<file path="src/rtl/xirq_pkg.sv">
package xirq_pkg;

    localparam int unsigned REG_ADDR_W = 2;

    typedef enum logic [REG_ADDR_W-1:0] {
        SEL_MODE    = 2'd0,
        SEL_ENABLE  = 2'd1,
        SEL_PENDING = 2'd2,
        SEL_UNUSED  = 2'd3
    } reg_sel_e;

endpackage

</file>
<file path="src/rtl/xirq_sync.sv">
module xirq_sync #(
    parameter int unsigned WIDTH  = 8,
    parameter int unsigned STAGES = 2
) (
    input  logic             clk,
    input  logic             rst,
    input  logic [WIDTH-1:0] din,
    output logic [WIDTH-1:0] dout
);

    typedef struct packed {
        logic [STAGES-1:0][WIDTH-1:0] stage;
    } sync_t;

    sync_t s_d, s_q;

    always_comb begin
        s_d = s_q;
        s_d.stage[0] = din;
        for (int k = 1; k < STAGES; k++) begin
            s_d.stage[k] = s_q.stage[k-1];
        end
    end

    // idle level of the request pins is high
    always_ff @(posedge clk) begin
        if (rst) s_q <= '1;
        else     s_q <= s_d;
    end

    assign dout = s_q.stage[STAGES-1];

endmodule

</file>
<file path="src/rtl/xirq_detect.sv">
module xirq_detect #(
    parameter int unsigned WIDTH = 8
) (
    input  logic             clk,
    input  logic             rst,
    input  logic [WIDTH-1:0] sync_pin,
    input  logic [WIDTH-1:0] edge_mode,
    output logic [WIDTH-1:0] set_vec
);

    typedef struct packed {
        logic [WIDTH-1:0] prev;
    } det_t;

    det_t det_d, det_q;

    always_comb begin
        det_d      = det_q;
        det_d.prev = sync_pin;
    end

    always_ff @(posedge clk) begin
        if (rst) det_q <= '1;
        else     det_q <= det_d;
    end

    for (genvar i = 0; i < WIDTH; i++) begin : g_pin
        // edge mode: high then low; level mode: low now
        assign set_vec[i] = edge_mode[i] ? (det_q.prev[i] & ~sync_pin[i]) : ~sync_pin[i];

        AST_EDGE_ONE_SHOT: assert property (@(posedge clk) disable iff (rst)
            (edge_mode[i] && $past(edge_mode[i]) && $past(set_vec[i])) |-> !set_vec[i]);
    end

endmodule

</file>
<file path="src/rtl/xirq_regs.sv">
module xirq_regs
    import xirq_pkg::*;
#(
    parameter int unsigned WIDTH = 8
) (
    input  logic                  clk,
    input  logic                  rst,
    input  logic [REG_ADDR_W-1:0] addr,
    input  logic                  wr,
    input  logic [WIDTH-1:0]      wdata,
    input  logic [WIDTH-1:0]      set_vec,
    output logic [WIDTH-1:0]      rdata,
    output logic [WIDTH-1:0]      edge_mode,
    output logic [WIDTH-1:0]      enable,
    output logic [WIDTH-1:0]      pending
);

    typedef struct packed {
        logic [WIDTH-1:0] mode;
        logic [WIDTH-1:0] en;
        logic [WIDTH-1:0] flags;
    } regs_t;

    regs_t    r_d, r_q;
    reg_sel_e sel;
    logic [WIDTH-1:0] clr_mask;

    assign sel      = reg_sel_e'(addr);
    assign clr_mask = (wr && sel == SEL_PENDING) ? wdata : '0;

    always_comb begin
        r_d = r_q;
        if (wr && sel == SEL_MODE)   r_d.mode = wdata;
        if (wr && sel == SEL_ENABLE) r_d.en   = wdata;
        // a set in the same cycle as a clear wins
        r_d.flags = (r_q.flags & ~clr_mask) | set_vec;
    end

    always_ff @(posedge clk) begin
        if (rst) r_q <= '0;
        else     r_q <= r_d;
    end

    always_comb begin
        unique case (sel)
            SEL_MODE:    rdata = r_q.mode;
            SEL_ENABLE:  rdata = r_q.en;
            SEL_PENDING: rdata = r_q.flags;
            default:     rdata = '0;
        endcase
    end

    assign edge_mode = r_q.mode;
    assign enable    = r_q.en;
    assign pending   = r_q.flags;

    AST_CLEAR_NEEDS_W1C: assert property (@(posedge clk) disable iff (rst)
        1'b1 |-> (($past(r_q.flags) & ~r_q.flags & ~$past(clr_mask)) == '0));
    AST_SET_WINS: assert property (@(posedge clk) disable iff (rst)
        1'b1 |-> (($past(set_vec) & ~r_q.flags) == '0));
    AST_MODE_HOLD: assert property (@(posedge clk) disable iff (rst)
        !$past(wr && sel == SEL_MODE) |-> $stable(r_q.mode));
    AST_ENABLE_HOLD: assert property (@(posedge clk) disable iff (rst)
        !$past(wr && sel == SEL_ENABLE) |-> $stable(r_q.en));

endmodule

</file>
<file path="src/rtl/xirq_prio.sv">
module xirq_prio #(
    parameter int unsigned WIDTH = 8,
    localparam int unsigned IDX_W = (WIDTH > 1) ? $clog2(WIDTH) : 1
) (
    input  logic             clk,
    input  logic             rst,
    input  logic [WIDTH-1:0] pending,
    input  logic [WIDTH-1:0] enable,
    output logic             irq,
    output logic [IDX_W-1:0] irq_id
);

    logic [WIDTH-1:0] masked;

    assign masked = pending & enable;
    assign irq    = |masked;

    // scan upward so the highest index is kept
    always_comb begin
        irq_id = '0;
        for (int i = 0; i < WIDTH; i++) begin
            if (masked[i]) irq_id = IDX_W'(i);
        end
    end

    AST_ID_IDLE_ZERO: assert property (@(posedge clk) disable iff (rst)
        !irq |-> (irq_id == '0));
    AST_ID_IS_TOP: assert property (@(posedge clk) disable iff (rst)
        irq |-> ((pending & enable) >> irq_id) == WIDTH'(1));

endmodule

</file>
<file path="src/rtl/xirq_edge_port.sv">
module xirq_edge_port
    import xirq_pkg::*;
#(
    parameter int unsigned NUM_PINS = 8
) (
    input  logic                        clk,
    input  logic                        rst,
    input  logic [NUM_PINS-1:0]         pin_n,
    input  logic [REG_ADDR_W-1:0]       bus_addr,
    input  logic                        bus_wr,
    input  logic [NUM_PINS-1:0]         bus_wdata,
    output logic [NUM_PINS-1:0]         bus_rdata,
    output logic                        irq,
    output logic [$clog2(NUM_PINS)-1:0] irq_id
);

    localparam int unsigned SYNC_STAGES = 2;

    logic [NUM_PINS-1:0] sync_pin;
    logic [NUM_PINS-1:0] edge_mode;
    logic [NUM_PINS-1:0] set_vec;
    logic [NUM_PINS-1:0] enable;
    logic [NUM_PINS-1:0] pending;

    xirq_sync #(.WIDTH(NUM_PINS), .STAGES(SYNC_STAGES)) u_sync (
        .clk (clk),
        .rst (rst),
        .din (pin_n),
        .dout(sync_pin)
    );

    xirq_detect #(.WIDTH(NUM_PINS)) u_detect (
        .clk      (clk),
        .rst      (rst),
        .sync_pin (sync_pin),
        .edge_mode(edge_mode),
        .set_vec  (set_vec)
    );

    xirq_regs #(.WIDTH(NUM_PINS)) u_regs (
        .clk      (clk),
        .rst      (rst),
        .addr     (bus_addr),
        .wr       (bus_wr),
        .wdata    (bus_wdata),
        .set_vec  (set_vec),
        .rdata    (bus_rdata),
        .edge_mode(edge_mode),
        .enable   (enable),
        .pending  (pending)
    );

    xirq_prio #(.WIDTH(NUM_PINS)) u_prio (
        .clk    (clk),
        .rst    (rst),
        .pending(pending),
        .enable (enable),
        .irq    (irq),
        .irq_id (irq_id)
    );

endmodule

</file>
<file path="config.mk">
export PLATFORM = sky130hd
export DESIGN_NAME = xirq_edge_port
export DESIGN_NICKNAME = d
export VERILOG_FILES = /design/src/rtl/xirq_pkg.sv /design/src/rtl/xirq_sync.sv /design/src/rtl/xirq_detect.sv /design/src/rtl/xirq_regs.sv /design/src/rtl/xirq_prio.sv /design/src/rtl/xirq_edge_port.sv
export SDC_FILE = /design/constraint.sdc
export NUM_CORES = 1
export LEC_CHECK = 0
export BUFFER_PORTS_ARGS = -buffer_cell sky130_fd_sc_hd__buf_4
export CAP_MARGIN = 25
export CORE_MARGIN = 2
export CORE_UTILIZATION = 25
export CTS_BUF_LIST = sky130_fd_sc_hd__clkbuf_8
export DETAILED_ROUTE_END_ITERATION = 8
export GPL_TIMING_DRIVEN = 0
export SYNTH_ARGS = -nofsm -noshare
export SYNTH_HDL_FRONTEND = slang
export SYNTH_SLANG_ARGS = --single-unit
export TNS_END_PERCENT = 50
</file>
<file path="constraint.sdc">
create_clock -name clk -period 1.8 [get_ports clk]
set_input_delay 0.54 -clock clk [delete_from_list [all_inputs] [get_ports clk]]
set_output_delay 0.54 -clock clk [all_outputs]
set_load 0.005 [all_outputs]
</file>
# Word-level counts from Yosys, hierarchy flattened
# Cells that the tools add are included.
[totals]
out_inout_bits = 12
in_bits = 21
regBits = 48
[op_classes]
reduce_logical = 5
bitwise_logic = 20
muxes = 17
eq_ne = 2
[ops]
columns = ["cell", "n"]
rows = [
  ["one-hot mux 8 bit (3 select lines)", 1],
  ["AND 8 bit", 2],
  ["two-way mux 3 bit", 4],
  ["two-way mux 1 bit", 9],
  ["AND 1 bit", 8],
  ["two-way mux 8 bit", 1],
  ["NOT 1 bit", 8],
  ["NOT 8 bit", 1],
  ["bitwise OR 8 bit", 1],
  ["OR reduction 8 bit", 1],
  ["two-way mux 2 bit", 2],
  ["logical AND 1 bit", 3],
  ["== test 2 x 1 -> 1 bit, second input constant", 1],
  ["== test 2 bit, second input constant", 1],
  ["zero test 2 bit", 1],
]

# Logic depth before layout (Yosys ltp)
# Gate-level depths: netlist of the first run.
[depth]
depth_word = 8
mapped_depth = 5
ltp_nobuf = 3

# Modules after synthesis
# From an unflattened synthesis of the first run, not the netlist that was laid out.
[unflattened]
cells_unflattened = 199
area_unflattened_um2 = 1979.4
[by_module_without_submodules]
columns = ["mod", "instances", "area_per_inst_um2", "cells_per_inst"]
rows = [
  ["xirq_regs", 1, 1176.1, 119],
  ["xirq_sync", 1, 431.7, 33],
  ["xirq_detect", 1, 280.3, 32],
  ["xirq_prio", 1, 91.3, 15],
]

# Worst setup path before layout of the first run
# No wires, ideal clock.
[synth_timing]
path_kind = "input to output"
from = "in bus_addr[1]"
to = "out bus_rdata[7]"
arrival_ps = 1029
cell_stages = 4
required_ps = 1260
slack_ps = 231
n_path_buf = 1
cell_sequence = "nor2b_2 buf_2 nand2_1 o21ai_0"
[synth_between]
elab_chain_len = 2
[synth_lines]
columns = ["item", "line", "rtl"]
rows = [
  ["start: declaration", "xirq_edge_port.sv:9", "input logic [REG_ADDR_W-1:0] bus_addr,"],
  ["== test 2 bit, or another cell as far along", "xirq_regs.sv:45", "unique case (sel)"],
  ["one-hot mux 8 bit (3 select lines) *", "xirq_regs.sv:45", ""],
  ["end: declaration", "xirq_edge_port.sv:12", "output logic [NUM_PINS-1:0] bus_rdata,"],
]
# Mark *: on every way between the ends. The rest lies on a longest branch, timed or not.

# Worst setup path in the final report of the first run
[layout_timing]
from = "in bus_addr[0]"
to = "out bus_rdata[1]"
# Same word-level chain as after synthesis.

==> impl_metrics.prom, run 1 <==
# TYPE chip_impl_metric gauge
chip_impl_info{name="status",value="completed"} 1
chip_impl_metric{name="synth.distinct_cells",unit=""} 25
chip_impl_metric{name="cp.required",unit="ns"} 1.26
chip_impl_info{name="r2r_start",value="u_regs.pending[5]"} 1
chip_impl_metric{name="coreArea",unit="mm^2"} 0.00729
chip_impl_info{name="root_buffer",value="clkbuf_8"} 1
chip_impl_info{name="ff_to_ff_end",value="u_regs.pending[5]"} 1
chip_impl_metric{name="reg2reg_depth",unit=""} 2
chip_impl_metric{name="drc",unit=""} 0
chip_impl_metric{name="seq_area",unit="um^2"} 976
chip_impl_metric{name="io_pins",unit=""} 33
chip_impl_metric{name="clock-sinks",unit=""} 48
chip_impl_metric{name="drt_first_pass_iters",unit=""} 4
chip_impl_info{name="mostFrequentLayoutCell",value="dfxtp_1"} 1
chip_impl_metric{name="post_synth.cell_area_avg",unit="um^2"} 9.98
chip_impl_metric{name="die_width",unit="um"} 90.8
chip_impl_info{name="cp_common_cell",value="buf_6"} 1
chip_impl_metric{name="wl_per_cell",unit="um"} 13.3
chip_impl_metric{name="max_freq",unit="MHz"} 561
chip_impl_metric{name="mappedNetlistArea",unit="mm^2"} 0.00189
chip_impl_metric{name="period_share",unit="%"} 99.0
chip_impl_metric{name="p_per_cell_area",unit="mW/mm^2"} 783
chip_impl_metric{name="mappedNetlistNets",unit=""} 210
chip_impl_metric{name="synth_async_sr_flop_share",unit="%"} 0
chip_impl_info{name="cp_slowest_cell",value="nor2b_4"} 1
chip_impl_metric{name="m1WireLength",unit="um"} 2130
chip_impl_metric{name="grt_first_pass_wirelength",unit="um"} 6840
chip_impl_metric{name="design.final.nets",unit=""} 252
chip_impl_metric{name="cp.arrival",unit="ns"} 1.24
chip_impl_metric{name="crit_path_max_incr_delay",unit="ns"} 0.14
chip_impl_metric{name="synth_sequential_area_ratio",unit="%"} 51.0
chip_impl_info{name="tritoncts_clock_tree",value="done"} 1
chip_impl_metric{name="tightestPinTransition",unit="ns"} 0.490
chip_impl_metric{name="grt_start_max_net_pins",unit=""} 13
chip_impl_info{name="type_of_element_capturing_the_critical_path",value="output port"} 1
chip_impl_metric{name="die-area",unit="mm^2"} 0.00825
chip_impl_info{name="timing.critical_path.from_type",value="primary input"} 1
chip_impl_metric{name="post_route_cells_drive_above_1_share",unit="%"} 41.5
chip_impl_metric{name="dr.first_iter.drc_count",unit=""} 74
chip_impl_info{name="top_family_by_delay_on_critical_path",value="buffers and inverters"} 1
chip_impl_metric{name="clkLatencyLatePin",unit="ns"} 0.29
chip_impl_metric{name="die_y",unit="um"} 90.8
chip_impl_info{name="synth_ff_type",value="dfxtp_1"} 1
chip_impl_metric{name="ys.warnings.count",unit=""} 0
chip_impl_info{name="class_of_the_tightest_hold_or_removal_check",value="flop to flop"} 1
chip_impl_info{name="route.top_layer_used",value="met4"} 1
chip_impl_metric{name="slew_headroom",unit="%"} 67.3
chip_impl_metric{name="worstSetupPathDepth",unit=""} 6
chip_impl_metric{name="final.fill_count",unit=""} 805
chip_impl_metric{name="max-vdd-ir-drop",unit="mV"} 0.271
chip_impl_metric{name="initial_core_util",unit="%"} 25.9
chip_impl_metric{name="io_buffers",unit=""} 31
chip_impl_metric{name="antenna_violations_before_repair",unit=""} 0
chip_impl_metric{name="vias_in_the_first_global_route",unit=""} 1354
chip_impl_info{name="rsz0062_at_grt",value="yes"} 1
chip_impl_metric{name="grt.overflow.total",unit=""} 0
chip_impl_metric{name="htree_num_levels",unit=""} 2
chip_impl_metric{name="timing.setup.tns",unit="ns"} 0
chip_impl_metric{name="multi_input_logic_area",unit="um^2"} 866
chip_impl_info{name="crit_path_end",value="bus_rdata[1]"} 1
chip_impl_metric{name="cts-buffers-inserted",unit=""} 5
chip_impl_metric{name="cts_max_path_buffers",unit=""} 2
chip_impl_metric{name="avgViaCountPerCell",unit=""} 4.33
chip_impl_metric{name="met2_wire_length",unit="um"} 2010
chip_impl_metric{name="timing_hold_violations_final",unit=""} 0
chip_impl_metric{name="critical_path.max_fanout",unit=""} 5
chip_impl_metric{name="synth_seq_cells",unit=""} 48
chip_impl_metric{name="clkTransAtPathRegs",unit="ns"} 0.07
chip_impl_info{name="timing.critical_path.from",value="bus_addr[0]"} 1
chip_impl_metric{name="grt_usage",unit="%"} 10.5
chip_impl_metric{name="routed-wl-met3",unit="um"} 211
chip_impl_metric{name="fin_skew",unit="ns"} 0.00937
chip_impl_metric{name="min_period",unit="ns"} 1.78
chip_impl_metric{name="place.gp.congestion",unit=""} 0.722
chip_impl_metric{name="drt-total-wl",unit="um"} 4380
chip_impl_info{name="timing.critical_path.cells",value="buf_6 -> nor2b_4 -> buf_6 -> nand2_1 -> o21ai_1 -> buf_4"} 1
chip_impl_metric{name="vias",unit=""} 1419
chip_impl_metric{name="crit_buf_inv",unit=""} 3
chip_impl_info{name="min_from",value="u_sync.s_d[11]"} 1
chip_impl_metric{name="num_antenna_cells",unit=""} 0
chip_impl_metric{name="regToRegSetupSlack",unit="ns"} 0.98
chip_impl_metric{name="report.final.slew_viol_count",unit=""} 0
chip_impl_metric{name="drv.max_cap_violation_count",unit=""} 0
chip_impl_metric{name="areaGrowthSynthToFinish",unit="%"} 29.1
chip_impl_metric{name="detail-route-antenna-nets",unit=""} 0
chip_impl_metric{name="finalPower",unit="mW"} 1.90
chip_impl_info{name="critical_path_class",value="primary input to output port"} 1
chip_impl_metric{name="synth_enable_flop_cells",unit=""} 0
chip_impl_metric{name="post_detailed_placement_half_perimeter_wirelength",unit="um"} 3000
chip_impl_metric{name="setup_viol",unit=""} 0
chip_impl_info{name="commonest_cells_after_routing_fill_and_taps_aside",value="40 x dfxtp_1, 33 x buf_4, 24 x mux2i_1, 24 x or2_2, 16 x nor2_1"} 1
chip_impl_metric{name="syn_inst",unit=""} 189
chip_impl_metric{name="placement_rows",unit=""} 31
chip_impl_metric{name="leakage_power_total",unit="nW"} 1.04
-- synthesized netlist by cell type, drive strengths merged (2+ instances only) --
library cell | count | area, um^2
dfxtp | 48 | 961
a32oi | 2 | 17.5
clkbuf | 4 | 15.0
nand2 | 14 | 52.6
or2 | 24 | 150
nor2 | 16 | 60.1
mux2i | 24 | 240
nor2b | 8 | 52.6
a22oi | 4 | 30.0
and3 | 7 | 50.1
o21ai | 10 | 50.1
buf | 6 | 45.0
inv | 9 | 33.8
o32ai | 7 | 76.3
-- cell type report --
| cell class | instances | area share [%] |
|---|---|---|
| timing repair buffer | 35 | 11.8 |
| buffer | 10 | 3.24 |
| clock buffer | 5 | 2.83 |
| sequential | 48 | 40.1 |
| multi-input combinational | 122 | 35.6 |
| inverter | 9 | 1.39 |
| tap | 99 | 5.09 |
-- logic make-up (layout without fill, tap and decap cells) --
logic type,Yosys count,in the layout,synth area share [%]
AND/OR/NAND/NOR,73,73,21.4
multiplexers,24,24,12.7
AO/OA/AOI/OAI,25,25,9.89
buffers and inverters,19,59,4.98
flip-flops,48,48,51.0
-- where the power goes --
| group | switching, mW | total, mW | internal [mW] |
|---|---|---|---|
| registers | 0.0282 | 1.13 | 1.10 |
| logic | 0.0949 | 0.211 | 0.116 |
| clock network | 0.309 | 0.560 | 0.251 |
-- metrics by stage --
step / area, um^2 / setup WS (ns) / hold slack (ns) / utilization (%) / instances
3_3_place_gp: 2240 / -0.301 / 0.392 / 30.7 / 319
3_5_place_dp: 2240 / -0.324 / 0.393 / 30.7 / 319
4_1_cts: 2380 / 0.00636 / 0.412 / 32.7 / 326
2_1_floorplan: 1890 / 0.231 / 0.389 / - / 189
5_1_grt: 2430 / -0.0269 / 0.422 / 33.4 / 328
6_report: 2430 / 0.0182 / 0.410 / 33.4 / 328
-- registers in the layout (all words and copies together) (netlist names) --
signal	flops
u_sync.s_d	8
u_regs.pending	8
u_regs.edge_mode	8
u_regs.enable	8
u_detect.det_q	8
u_sync.dout	8
-- worst min-delay path by stage --
stage | end | slack (ns) | cells past startpoint
global route | u_sync.dout[0] | 0.42 | 1
global placement | u_sync.dout[0] | 0.39 | 1
floorplan | u_sync.dout[0] | 0.39 | 1
detailed placement | u_sync.dout[3] | 0.39 | 1
CTS | u_sync.dout[3] | 0.41 | 1
finish | u_sync.dout[3] | 0.41 | 1
-- worst reg2reg max path: cells and delay by family, from the launching register on --
kind            cells  cell delay (ns)
compound gates      1             0.24
buf+inv             1             0.08
flops               1             0.43
-- routing by layer --
layer  vias up  GRT usage [%]
met5         -              0
met4         0           2.65
met3         2           2.92
met2        32           16.1
met1       663           14.5
li1        722              -
-- timing repair --
| item | CTS | global route |
|---|---|---|
| pin swaps | 2 | 4 |
| setup buffers | 1 | 1 |
| cloned | 1 | 1 |
| hold buffers | 0 | 0 |
| endpoints found under the setup margin | 9 | 10 |
| resized for setup | 17 | 18 |
Power figures use the tool's default switching activity.
==> run 2, diff against run 1 <==
SLEW_MARGIN = 5   (was not set)
clock period = 1.5 ns   (was 1.8 ns; I/O delays follow)
==> run 2 against run 1 <==
- the run now ends with negative setup slack left
- wire length increased by 0.87%
- die area unchanged
- clock skew is 0.00055 ns higher
- critical path depth is 2 lower
- combinational power up 32%
- non-clock buffer count is 5 higher
- core utilization up 1.6 points
- worst hold slack got worse by 0.066 ns
- register-to-register slack got worse by 0.34 ns
- worst setup slack got worse by 0.18 ns
- highest routed layer unchanged
==> impl_metrics.prom, run 2 (synthesis gave the netlist of run 1 again) <==
# TYPE chip_impl_metric gauge
chip_impl_info{name="status",value="finished with violations"} 1
chip_impl_info{name="violated_checks",value="negative setup slack"} 1
chip_impl_metric{name="post_route_cells_drive_above_1_share",unit="%"} 49.6
chip_impl_metric{name="leakage_power_total",unit="nW"} 1.08
chip_impl_metric{name="report.final.slew_viol_count",unit=""} 0
chip_impl_metric{name="post_placement_worst_setup_slack",unit="ns"} -0.444
chip_impl_info{name="commonest_cells_after_routing_fill_and_taps_aside",value="38 x dfxtp_1, 36 x buf_4, 24 x or2_2"} 1
chip_impl_info{name="rsz0062_at_grt",value="yes"} 1
chip_impl_metric{name="cts-buffers-inserted",unit=""} 5
chip_impl_metric{name="crit_path_max_incr_delay",unit="ns"} 0.35
chip_impl_info{name="mostFrequentLayoutCell",value="dfxtp_1"} 1
chip_impl_metric{name="drt_first_pass_iters",unit=""} 4
chip_impl_metric{name="areaGrowthSynthToFinish",unit="%"} 35.2
chip_impl_info{name="root_buffer",value="clkbuf_8"} 1
chip_impl_metric{name="cp.arrival",unit="ns"} 1.21
chip_impl_metric{name="timing.setup.tns",unit="ns"} -0.862
chip_impl_metric{name="die-area",unit="mm^2"} 0.00825
chip_impl_metric{name="postLayoutSetupSlackWorst",unit="ns"} -0.162
chip_impl_metric{name="clkTransAtPathRegs",unit="ns"} 0.08
chip_impl_metric{name="dr.first_iter.drc_count",unit=""} 58
chip_impl_metric{name="p_per_cell_area",unit="mW/mm^2"} 909
chip_impl_metric{name="slew_headroom",unit="%"} 66.9
chip_impl_metric{name="clock-sinks",unit=""} 48
chip_impl_info{name="critical_path_class",value="flop to output port"} 1
chip_impl_metric{name="grt.overflow.total",unit=""} 0
chip_impl_metric{name="detail-route-antenna-nets",unit=""} 0
chip_impl_info{name="class_of_the_tightest_hold_or_removal_check",value="primary input to flop"} 1
chip_impl_info{name="tritoncts_clock_tree",value="done"} 1
chip_impl_metric{name="coreArea",unit="mm^2"} 0.00729
chip_impl_metric{name="die_width",unit="um"} 90.8
chip_impl_metric{name="post-route-util",unit="%"} 35.0
chip_impl_metric{name="clkLatencyLatePin",unit="ns"} 0.29
chip_impl_metric{name="io_pins",unit=""} 33
chip_impl_metric{name="io_buffers",unit=""} 31
chip_impl_metric{name="timing_hold_violations_final",unit=""} 0
chip_impl_metric{name="place.gp.congestion",unit=""} 0.722
chip_impl_metric{name="max-vdd-ir-drop",unit="mV"} 0.327
chip_impl_info{name="type_of_element_capturing_the_critical_path",value="output port"} 1
chip_impl_metric{name="htree_num_levels",unit=""} 2
chip_impl_metric{name="tightestPinTransition",unit="ns"} 0.496
chip_impl_metric{name="grt_first_pass_wirelength",unit="um"} 7050
chip_impl_metric{name="grt_usage",unit="%"} 10.8
chip_impl_metric{name="num_antenna_cells",unit=""} 0
chip_impl_metric{name="post_detailed_placement_half_perimeter_wirelength",unit="um"} 3000
chip_impl_metric{name="min_period",unit="ns"} 1.66
chip_impl_metric{name="cts_max_path_buffers",unit=""} 2
chip_impl_metric{name="grt_start_max_net_pins",unit=""} 13
chip_impl_metric{name="wl_per_cell",unit="um"} 13.3
chip_impl_metric{name="drv.max_cap_violation_count",unit=""} 0
chip_impl_metric{name="avgViaCountPerCell",unit=""} 4.32
chip_impl_metric{name="drt-total-wl",unit="um"} 4420
chip_impl_metric{name="initial_core_util",unit="%"} 25.9
chip_impl_metric{name="fin_worst_hold_slack",unit="ns"} 0.344
chip_impl_metric{name="design.final.nets",unit=""} 257
chip_impl_metric{name="period_share",unit="%"} 111
chip_impl_metric{name="critical_path.max_fanout",unit=""} 4
chip_impl_metric{name="placement_rows",unit=""} 31
chip_impl_metric{name="fin_skew",unit="ns"} 0.00991
chip_impl_metric{name="die_y",unit="um"} 90.8
chip_impl_metric{name="drc",unit=""} 0
chip_impl_metric{name="setup_viol",unit=""} 12
chip_impl_info{name="timing.critical_path.from_type",value="flop"} 1
chip_impl_metric{name="max_freq",unit="MHz"} 602
chip_impl_metric{name="cp.required",unit="ns"} 1.05
chip_impl_metric{name="vias",unit=""} 1437
chip_impl_metric{name="antenna_violations_before_repair",unit=""} 0
chip_impl_metric{name="cts_hold_repair.buffers",unit=""} 0
chip_impl_metric{name="vias_in_the_first_global_route",unit=""} 1411
chip_impl_info{name="cp_slowest_cell",value="dfxtp_2"} 1
chip_impl_info{name="timing.critical_path.cells",value="a22oi_2 -> inv_1 -> o21ai_2 -> buf_4"} 1
==> run 2: cell count changes in the layout (fill, tap and decap cells not counted), moves of 3 or more <==
cell     change
nand2_2      +6
o21ai_1      -3
nand2_1      -6
buf_4        +3
o21ai_2      +4
==> run 2: cell type report <==
class | count | area, um^2
fill | 799 | 4740
multi-input combinational | 122 | 916
clock buffer | 5 | 68.8
inverter | 9 | 33.8
tap | 99 | 124
buffer | 10 | 81.3
timing repair buffer | 40 | 344
sequential | 48 | 981
==> run 2: per-layer routing <==
metal / GRT usage [%] / share of wire, % / up-vias
met5: 0 / 0 / -
met4: 2.65 / 0.59 / 0
met3: 2.84 / 4.0 / 2
met2: 17.0 / 47 / 26
met1: 14.8 / 48 / 677
li1: - / - / 732
==> run 2: metrics by stage <==
stage | cells | power (mW) | area (um^2)
floorplan | 189 | 1.50 | 1890
global placement | 319 | 1.61 | 2240
detailed placement | 319 | 1.61 | 2240
CTS | 330 | 2.34 | 2480
global route | 333 | 2.44 | 2550
finish | 333 | 2.32 | 2550
==> run 2: critical path, delay by kind of cell (launching register included) <==
kind	cells	cell delay (ns)
buffers and inverters	2	0.20
flip-flops	1	0.35
AO/OA/AOI/OAI	2	0.37
==> run 2: power by group <==
part | total, mW | switching (mW) | internal, mW
logic | 0.279 | 0.122 | 0.157
clock network | 0.676 | 0.374 | 0.301
registers | 1.36 | 0.0361 | 1.33
==> run 2: path summary, 6_finish.rpt <==
kind | from | end | slack (ns) | cells after the start
worst max-delay path | u_regs.pending[4] | irq_id[1] | -0.16 | 4
worst min-delay path | pin_n[7] | u_sync.s_d[15] | 0.34 | 2
worst max register to register | u_regs.pending[2] | u_regs.pending[2] | 0.64 | 3
worst min register to register | u_sync.s_d[11] | u_sync.dout[3] | 0.41 | 1
==> run 2: what timing repair did <==
action	in CTS	in global routing
endpoints found under the setup margin	12	12
gates cloned	2	0
resized for setup	44	15
pin swaps	8	4
setup buffers	4	3
==> run 3, diff against run 2 <==
CORE_ASPECT_RATIO = 0.9   (was not set)
SYNTH_HIERARCHICAL = 1   (was not set)
==> run 3 against run 2 <==
- the run still ends with negative setup slack left
- register-to-register slack worse by 0.08 ns
- final cell count grew 2.1%
- core utilization is 0.34 points lower
- count of clock-buffer cells in the layout stayed put
- non-clock buffer count decreased by 3
- die area increased by 4.8%
- sequential power is essentially flat
- wire length up 5.8%
- first-iteration DRC count up 1.7%
- synthesized cell count rose by 5.3%
- via count increased by 5.9%
- critical path depth is 1 lower
- largest cell class unchanged
- largest power group unchanged
==> impl_metrics.prom, run 3 <==
# TYPE chip_impl_metric gauge
chip_impl_metric{name="vias",unit=""} 1522
chip_impl_info{name="synth_common_cells",value="48 x dfxtp_1, 24 x mux2i_1, 24 x nand2b_1, 24 x or2_1, 16 x inv_1"} 1
chip_impl_metric{name="drt_first_pass_iters",unit=""} 4
chip_impl_metric{name="relative_contribution_of_the_clock_network_to_total_power",unit="%"} 35.7
chip_impl_metric{name="critical_path.max_fanout",unit=""} 3
chip_impl_metric{name="cp.required",unit="ns"} 1.05
chip_impl_metric{name="drt-total-wl",unit="um"} 4670
chip_impl_metric{name="drv.max_cap_violation_count",unit=""} 0
chip_impl_metric{name="synth_xor_area_share",unit="%"} 0
chip_impl_metric{name="dp.cells",unit=""} 327
chip_impl_metric{name="clkLatencyLatePin",unit="ns"} 0.30
chip_impl_metric{name="die_width",unit="um"} 97.8
chip_impl_metric{name="simple_gate_area_share_of_the_yosys_netlist",unit="%"} 21.2
chip_impl_metric{name="htree_num_levels",unit=""} 2
chip_impl_metric{name="compound_cell_area_share_of_the_yosys_netlist",unit="%"} 12.3
chip_impl_metric{name="synth_async_sr_flop_share",unit="%"} 0
chip_impl_metric{name="cp.arrival",unit="ns"} 1.23
chip_impl_info{name="synth_top_family_by_area",value="simple AND/OR/NAND/NOR gates"} 1
chip_impl_metric{name="synthDominantCellAreaShare",unit="%"} 48.5
chip_impl_metric{name="detail-route-antenna-nets",unit=""} 0
chip_impl_metric{name="antenna_violations_before_repair",unit=""} 0
chip_impl_metric{name="timing_hold_violations_final",unit=""} 0
chip_impl_metric{name="synth_enable_flop_cells",unit=""} 0
chip_impl_info{name="rsz0062_at_grt",value="yes"} 1
chip_impl_metric{name="die_y",unit="um"} 88.4
chip_impl_info{name="class_of_the_tightest_hold_or_removal_check",value="primary input to flop"} 1
chip_impl_metric{name="grt.overflow.total",unit=""} 0
chip_impl_metric{name="muxShareOfSynthArea",unit="%"} 12.1
chip_impl_info{name="timing.critical_path.from_type",value="flop"} 1
chip_impl_metric{name="avgViaCountPerCell",unit=""} 4.48
chip_impl_metric{name="post_route_cells_drive_above_1_share",unit="%"} 32.4
chip_impl_metric{name="post_detailed_placement_half_perimeter_wirelength",unit="um"} 3250
chip_impl_metric{name="wl_per_cell",unit="um"} 13.7
chip_impl_metric{name="postLayoutCellArea",unit="mm^2"} 0.00264
chip_impl_metric{name="place.gp.congestion",unit=""} 0.763
chip_impl_metric{name="num_antenna_cells",unit=""} 0
chip_impl_metric{name="cts_max_path_buffers",unit=""} 2
chip_impl_metric{name="min_period",unit="ns"} 1.68
chip_impl_metric{name="grt_first_pass_wirelength",unit="um"} 7690
chip_impl_metric{name="finalPower",unit="mW"} 2.54
chip_impl_metric{name="ys.warnings.count",unit=""} 6
chip_impl_metric{name="report.final.slew_viol_count",unit=""} 0
chip_impl_metric{name="clkTransAtPathRegs",unit="ns"} 0.09
chip_impl_metric{name="mappedNetlistArea",unit="mm^2"} 0.00198
chip_impl_metric{name="max-vdd-ir-drop",unit="mV"} 0.431
chip_impl_metric{name="coreArea",unit="mm^2"} 0.00762
chip_impl_metric{name="setup_viol",unit=""} 12
chip_impl_info{name="status",value="finished with violations"} 1
chip_impl_metric{name="dpl_cell_area",unit="mm^2"} 0.00234
chip_impl_metric{name="postLayoutSetupSlackWorst",unit="ns"} -0.181
chip_impl_metric{name="post_layout_nonfiller_instances",unit=""} 340
chip_impl_metric{name="dr.first_iter.drc_count",unit=""} 59
chip_impl_metric{name="fin_skew",unit="ns"} 0.00634
chip_impl_metric{name="die-area",unit="mm^2"} 0.00865
chip_impl_metric{name="power.share.combinational",unit="%"} 10.8
chip_impl_metric{name="cts_hold_repair.buffers",unit=""} 0
chip_impl_metric{name="io_pins",unit=""} 33
chip_impl_info{name="synth.most_common_cell",value="dfxtp_1"} 1
chip_impl_info{name="tritoncts_clock_tree",value="done"} 1
chip_impl_metric{name="vias_in_the_first_global_route",unit=""} 1566
chip_impl_metric{name="multi_input_logic_area",unit="um^2"} 970
chip_impl_metric{name="post_synth.cell_area_avg",unit="um^2"} 9.95
chip_impl_info{name="violated_checks",value="negative setup slack"} 1
chip_impl_metric{name="seqPwrFrac",unit="%"} 53.5
chip_impl_info{name="synth_top_cells_by_area",value="dfxtp_1 49%, mux2i_1 12%, nand2b_1 7.6%"} 1
chip_impl_metric{name="slew_headroom",unit="%"} 59.6
chip_impl_info{name="critical_path_class",value="flop to output port"} 1
chip_impl_metric{name="leakage_power_total",unit="nW"} 1.12
chip_impl_metric{name="tightestPinTransition",unit="ns"} 0.606
chip_impl_metric{name="synth_sequential_area_ratio",unit="%"} 48.5
chip_impl_metric{name="grt_usage",unit="%"} 11.5
chip_impl_metric{name="syn_inst",unit=""} 199
chip_impl_metric{name="p_int",unit="mW"} 1.96
chip_impl_metric{name="timing.setup.tns",unit="ns"} -1.14
chip_impl_info{name="synth_ff_type",value="dfxtp_1"} 1
chip_impl_metric{name="net_switching_power_figure",unit="mW"} 0.582
chip_impl_metric{name="final.fill_count",unit=""} 802
chip_impl_info{name="synthDominantAreaCellType",value="dfxtp_1"} 1
chip_impl_metric{name="mappedNetlistNets",unit=""} 220
chip_impl_metric{name="period_share",unit="%"} 112
chip_impl_metric{name="swShare",unit="%"} 22.9
chip_impl_metric{name="io_buffers",unit=""} 32
chip_impl_metric{name="drc",unit=""} 0
chip_impl_metric{name="clock-sinks",unit=""} 48
chip_impl_metric{name="max_freq",unit="MHz"} 595
chip_impl_metric{name="initial_core_util",unit="%"} 26.0
chip_impl_info{name="root_buffer",value="clkbuf_8"} 1
chip_impl_metric{name="synth.distinct_cells",unit=""} 27
chip_impl_metric{name="areaGrowthSynthToFinish",unit="%"} 33.2
chip_impl_metric{name="placement_rows",unit=""} 30
chip_impl_metric{name="post_synth_fa_ha_maj_area_fraction",unit="%"} 0
chip_impl_metric{name="seq_area",unit="um^2"} 987
chip_impl_info{name="commonest_cells_after_routing_fill_and_taps_aside",value="37 x dfxtp_1, 33 x buf_4, 24 x or2_1, 24 x nand2b_1, 23 x mux2i_1"} 1
chip_impl_metric{name="synth_seq_cells",unit=""} 48
chip_impl_info{name="mostFrequentLayoutCell",value="dfxtp_1"} 1
chip_impl_metric{name="design.final.nets",unit=""} 264
chip_impl_metric{name="p_per_cell_area",unit="mW/mm^2"} 965
chip_impl_info{name="type_of_element_capturing_the_critical_path",value="output port"} 1
chip_impl_metric{name="cts-buffers-inserted",unit=""} 5
chip_impl_metric{name="grt_start_max_net_pins",unit=""} 21
-- run 3: cell types whose count changed in the layout (fill, tap and decap cells not counted), moves of 5 or more --
cell,before,now
a21oi_1,1,8
a311oi_1,0,8
and3_2,5,0
inv_1,9,17
nand2_1,8,3
nand2b_1,0,24
nor2_1,16,8
nor2b_1,7,0
o21ai_2,8,0
o2bb2ai_2,0,6
o32ai_1,5,0
or2_1,0,24
or2_2,24,0
-- run 3: kinds of logic after synthesis --
kind of cell / after synthesis
AOI/OAI and AO/OA: 32
DFF: 48
and+or+nand+nor: 68
muxes: 24
buffers and inverters: 27
-- run 3: timing repair --
| item | in CTS | in global routing |
|---|---|---|
| buffers inserted | 3 | 1 |
| cloned | 1 | 0 |
| setup endpoints to repair | 12 | 12 |
| resized for setup | 25 | 17 |
| pin swaps | 9 | 5 |
-- run 3: final timing paths --
check                           slack, ns                end           startpoint  cells after the start
worst max register to register       0.56  u_regs/pending[5]  u_regs/edge_mode[5]                      3
worst min-delay path                 0.32     u_sync/s_d[15]             pin_n[7]                      2
worst min register to register       0.40     u_sync/dout[1]        u_sync/s_d[9]                      1
worst max-delay path                -0.18                irq     u_regs/enable[4]                      3
-- run 3: final cells by class --
class                      instances  share of cell area [%]
clock inverter                     3                    1.47
tap                               96                    4.55
sequential                        48                    37.4
multi-input combinational        124                    36.8
clock buffer                       5                    2.61
buffer                            10                    2.70
timing repair buffer              37                    12.0
inverter                          17                    2.42
-- run 3: power groups by stage --
stage | registers [mW] | clock network (mW) | logic [mW]
after global placement | 1.39 | 0 | 0.236
after floorplan | 1.38 | 0 | 0.135
final | 1.36 | 0.908 | 0.275
after CTS | 1.36 | 0.936 | 0.270
after detailed placement | 1.39 | 0 | 0.241
after global routing | 1.37 | 0.985 | 0.303
-- run 3: worst max-delay path: stages, from the launching register on --
cell and delay (ns):
dfxtp_2 0.35, a22oi_2 0.26, nand4_1 0.16, buf_4 0.17
-- run 3: metal layers --
metal	GRT usage, %	share of wire, %
met5	0	0
met4	4.67	1.5
met3	3.16	4.9
met2	19.5	46
met1	14.1	48
-- run 3: metrics by stage --
step | hold slack [ns] | util (%) | worst slack (ns)
floorplan | 0.383 | - | 0.113
global placement | 0.385 | 30.7 | -0.334
detailed placement | 0.389 | 30.7 | -0.344
CTS | 0.311 | 33.8 | -0.173
global route | 0.311 | 34.6 | -0.269
finish | 0.317 | 34.6 | -0.181
